File: src/rtl/perf_level_sel.sv
module perf_level_sel #(
  parameter int CW = 16
) (
  input  logic          clk,
  input  logic          rst_n,
  input  logic          tick_i,
  input  logic [CW-1:0] spike_count_i,
  input  logic          proc_done_i,
  input  logic [CW-1:0] thr_low_i,
  input  logic [CW-1:0] thr_high_i,
  input  logic          two_level_i,
  input  logic          idle_en_i,
  input  logic          ovr_clear_i,
  output logic [1:0]    lvl_req_o,
  output logic          lvl_req_valid_o,
  output logic          sleep_req_o,
  output logic          overrun_o
);
  localparam logic [1:0] LV_IDLE = 2'b00;
  localparam logic [1:0] LV_ONE  = 2'b01;
  localparam logic [1:0] LV_TWO  = 2'b10;
  localparam logic [1:0] LV_TOP  = 2'b11;

  logic [1:0]    cur_lvl;
  logic          busy;
  logic [CW-1:0] high_eff;
  logic [1:0]    pick;
  logic [1:0]    rest_lvl;
  logic [1:0]    target;
  logic          move;

  assign high_eff = (thr_high_i < thr_low_i) ? thr_low_i : thr_high_i;

  always_comb begin
    if (spike_count_i < thr_low_i)                   pick = LV_ONE;
    else if (!two_level_i && spike_count_i < high_eff) pick = LV_TWO;
    else                                             pick = LV_TOP;
  end

  assign rest_lvl = idle_en_i ? LV_IDLE : LV_ONE;
  assign target   = tick_i ? pick : rest_lvl;
  assign move     = (tick_i || (proc_done_i && busy)) && (target != cur_lvl);

  always_ff @(posedge clk) begin
    if (!rst_n) begin
      cur_lvl         <= LV_ONE;
      busy            <= 1'b0;
      lvl_req_valid_o <= 1'b0;
      sleep_req_o     <= 1'b0;
      overrun_o       <= 1'b0;
    end else begin
      lvl_req_valid_o <= move;
      if (move) cur_lvl <= target;
      if (tick_i) begin
        busy        <= 1'b1;
        sleep_req_o <= 1'b0;
      end else if (proc_done_i && busy) begin
        busy        <= 1'b0;
        sleep_req_o <= 1'b1;
      end
      if (tick_i && busy && !proc_done_i) overrun_o <= 1'b1;
      else if (ovr_clear_i)               overrun_o <= 1'b0;
    end
  end

  assign lvl_req_o = cur_lvl;

  assert_strobe_cause_R7: assert property (@(posedge clk) disable iff (!rst_n)
    lvl_req_valid_o |-> $past(tick_i || proc_done_i));
  assert_strobe_changes_R7: assert property (@(posedge clk) disable iff (!rst_n)
    lvl_req_valid_o |-> !$stable(lvl_req_o));
  assert_no_mid_two_level_R4: assert property (@(posedge clk) disable iff (!rst_n)
    (lvl_req_valid_o && $past(tick_i) && $past(two_level_i)) |-> lvl_req_o != LV_TWO);
  assert_rest_code_R6: assert property (@(posedge clk) disable iff (!rst_n)
    (lvl_req_valid_o && !$past(tick_i)) |-> (lvl_req_o == LV_IDLE || lvl_req_o == LV_ONE));
  assert_sleep_cause_R5: assert property (@(posedge clk) disable iff (!rst_n)
    $rose(sleep_req_o) |-> $past(proc_done_i));
  assert_wake_on_tick_R10: assert property (@(posedge clk) disable iff (!rst_n)
    $past(tick_i) |-> !sleep_req_o);
  assert_overrun_cause_R8: assert property (@(posedge clk) disable iff (!rst_n)
    $rose(overrun_o) |-> $past(tick_i));
endmodule

File: config.mk
export PLATFORM = sky130hd
export DESIGN_NAME = perf_level_sel
export DESIGN_NICKNAME = d
export VERILOG_FILES = /design/src/rtl/perf_level_sel.sv
export SDC_FILE = /design/constraint.sdc
export NUM_CORES = 1
export LEC_CHECK = 0
export BUFFER_PORTS_ARGS = -buffer_cell sky130_fd_sc_hd__buf_2
export CAP_MARGIN = 40
export CELL_PAD_IN_SITES_DETAIL_PLACEMENT = 0
export CELL_PAD_IN_SITES_GLOBAL_PLACEMENT = 1
export CORE_MARGIN = 2
export CORE_UTILIZATION = 34
export DETAILED_ROUTE_END_ITERATION = 10
export PLACE_DENSITY = 0.91
export SYNTH_ARGS = -nofsm -noshare
export SYNTH_HDL_FRONTEND = slang
export SYNTH_SLANG_ARGS = --single-unit
File: constraint.sdc
create_clock -name clk -period 4.45 [get_ports clk]
set_clock_uncertainty 0.1 [all_clocks]
set_input_delay 0.6675 -clock clk [delete_from_list [all_inputs] [get_ports clk]]
set_output_delay 0.6675 -clock clk [all_outputs]
set_load 0.02 [all_outputs]
==> flow_summary.json <==
{
  "drtIter0Drc": 35,
  "status": "finished clean",
  "drtPass1Iterations": 4,
  "hold_viol_final": 0,
  "cts_buffers": 3,
  "yosys_register_bits": 6,
  "drc_errors": 0,
  "insertion_delay_ps": 220,
  "yosysSeqAreaShare_pct": 8.19,
  "p_leak_nw": 1.04,
  "cts_root_buf": "clkbuf_8",
  "fmax_mhz": 240,
  "drt_wl_total_mm": 3.67,
  "num_rows": 23,
  "slew-limit-headroom_pct": 73.5,
  "grt_pass1_vias": 1461,
  "grt_setup_unrepaired": "no",
  "finalSetupViolations": 0,
  "start_util_pct": 35.9,
  "coreArea_um2": 4090,
  "synthArstFlopShare_pct": 0,
  "synth_cell_types": 33,
  "io_pins": 60,
  "n_antenna_cell": 0,
  "nets": 356,
  "slowest_stage": "or4_1",
  "period_needed_ps": 4170,
  "fp.dieH_um": 69.7,
  "instances_no_fill": 304,
  "grt_max_degree": 17,
  "area_growth_syn_to_layout_pct": 27.7,
  "syn_nets": 292,
  "synth_edf_count": 0,
  "irDropWorstVdd_mv": 0.131,
  "cp_max_fo": 14,
  "dpl.hpwl_mm": 3.25,
  "avgSynthCellArea_um2": 7.64,
  "ctsResizeCount": 0,
  "nFillCells": 440,
  "path_clk_slew_ps": 40,
  "routed_via_density": 5.09,
  "routedWlPerCell_um": 12.1,
  "post_cts_buffers": 0,
  "io_buffers": 59,
  "finalMaxSlewViolations": 0,
  "crit_required_ps": 4450,
  "cap_viol_max_count": 0,
  "num_vias": 1547,
  "overflow": 0,
  "syn_area_um2": 1470,
  "ys_dominant_reg_cell": "dfxtp_1",
  "placed_cells": 301,
  "clock_path_buffers": 2,
  "antenna_found_initial": 0,
  "final_area_um2": 1870,
  "fp.dieArea_um2": 4850,
  "crit_chain": "buf_2, inv_1, ha_1, nand4_1, or4_1, o32ai_2, or2_2, buf_4, nor2_1, a21oi_1, ha_1, a21o_1, a21oi_1, o211ai_1, a211o_1, a31oi_2, mux2i_1, a31oi_1",
  "whs_ps": 395,
  "cts_hold_buf": 0,
  "cpPeakStageDelay_ps": 560,
  "final_common_cell": "buf_2",
  "netlist_instances": 192,
  "cts_tree": "yes",
  "grtUsageTotal_pct": 14.9,
  "placed_area_um2": 1830,
  "setup_tns_ps": 0,
  "fin_crit_sh_pct": 93.7,
  "detail-route-antenna-nets": 0,
  "path_class": "in -> reg",
  "startpoint_type": "input pin",
  "die_width_um": 69.7,
  "final_cell_mix": "buf_2, ha_1, a21oi_1, nor2_1, inv_1",
  "drive_above_1_share_pct": 28.0,
  "power.density_nw_per_um2": 179,
  "final_util_pct": 45.8,
  "crit_arrival_ps": 4170,
  "worstMarginPinSlew_ps": 396,
  "crit_path_end_kind": "register",
  "cts_htree_levels": 1,
  "place.gp.congestion": 0.854,
  "cts_sinks": 6,
  "synth_warnings": 0,
  "min_path_type": "reg -> reg",
  "grt_pass1_wl_mm": 6.11
}
==> flip-flops by register name, indices dropped and copies added, names as in the netlist <==
signal	count
sleep_req_o	1
overrun_o	1
lvl_req_o	2
busy	1
lvl_req_valid_o	1
==> synth_stat cells (2+ instances only) <==
library cell  count  area (um2)
a21o_1           10        75.1
o22ai_1           2        12.5
a211o_1           2        17.5
nor3_1            2        10.0
nand4_1           6        37.5
a21oi_1          32         160
buf_2             3        15.0
or2_2             2        12.5
o21a_1            6        45.0
inv_1            18        67.6
ha_1             45         563
dfxtp_1           6         120
nand2b_1          2        12.5
nand3_1           6        30.0
nand2_1           8        30.0
a31oi_1           2        12.5
o211ai_1          2        15.0
nor2_1           20        75.1
nor2b_1           4        25.0
==> layer usage <==
layer  vias to the layer above  wire length (um)  GRT usage [%]
met5                         -                 0              0
met4                         0                23           2.56
met3                         3               224           1.74
met2                        44              1630           25.6
met1                       660              1790           20.3
li1                        840                 -              -
==> metrics by stage <==
stage | power [mW] | setup WS, ps
6_report | 0.335 | 281
5_1_grt | 0.370 | 30.7
4_1_cts | 0.337 | 259
3_5_place_dp | 0.254 | 56.2
3_3_place_gp | 0.252 | 141
2_1_floorplan | 0.190 | 407
==> report_power, final <==
group          leakage (nW)  switching [mW]  internal [mW]  total [mW]
Combinational         0.966           0.103         0.0906       0.193
Clock                0.0216          0.0240         0.0582      0.0822
Sequential           0.0493         0.00245         0.0572      0.0597
Total                  1.04           0.129          0.206       0.335
==> area by class of cell <==
cell class	count	area, um2	area share (%)
inverters	18	67.6	3.61
well taps	50	62.6	3.34
clock buffers	3	41.3	2.20
repair buffers	62	318	17.0
multi-input cells	165	1260	67.5
flip-flops and latches	6	120	6.41
==> worst max-delay path, delay by kind of cell <==
kind / cells / cell delay (ps)
adders and majority gates: 2 / 590
and+or+nand+nor: 4 / 930
AOI/OAI and AO/OA: 8 / 1460
muxes: 1 / 210
buffers and inverters: 3 / 310
==> cell families after synthesis <==
| logic type | synth area share [%] |
|---|---|
| and+or+nand+nor | 18.2 |
| DFF | 8.19 |
| buffers and inverters | 5.63 |
| adders and majority gates | 38.4 |
| muxes | 0.683 |
| AOI/OAI and AO/OA | 28.9 |
==> path summary, 6_finish.rpt <==
kind | from | endpoint | slack, ps | cells after the start
max | thr_low_i[15] | lvl_req_valid_o | 280 | 18
min | lvl_req_o[1] | lvl_req_valid_o | 390 | 1
max reg2reg | lvl_req_o[0] | lvl_req_valid_o | 3410 | 3
min reg2reg | lvl_req_o[1] | lvl_req_valid_o | 390 | 1
Note: power is estimated with default switching activity, not from simulation.
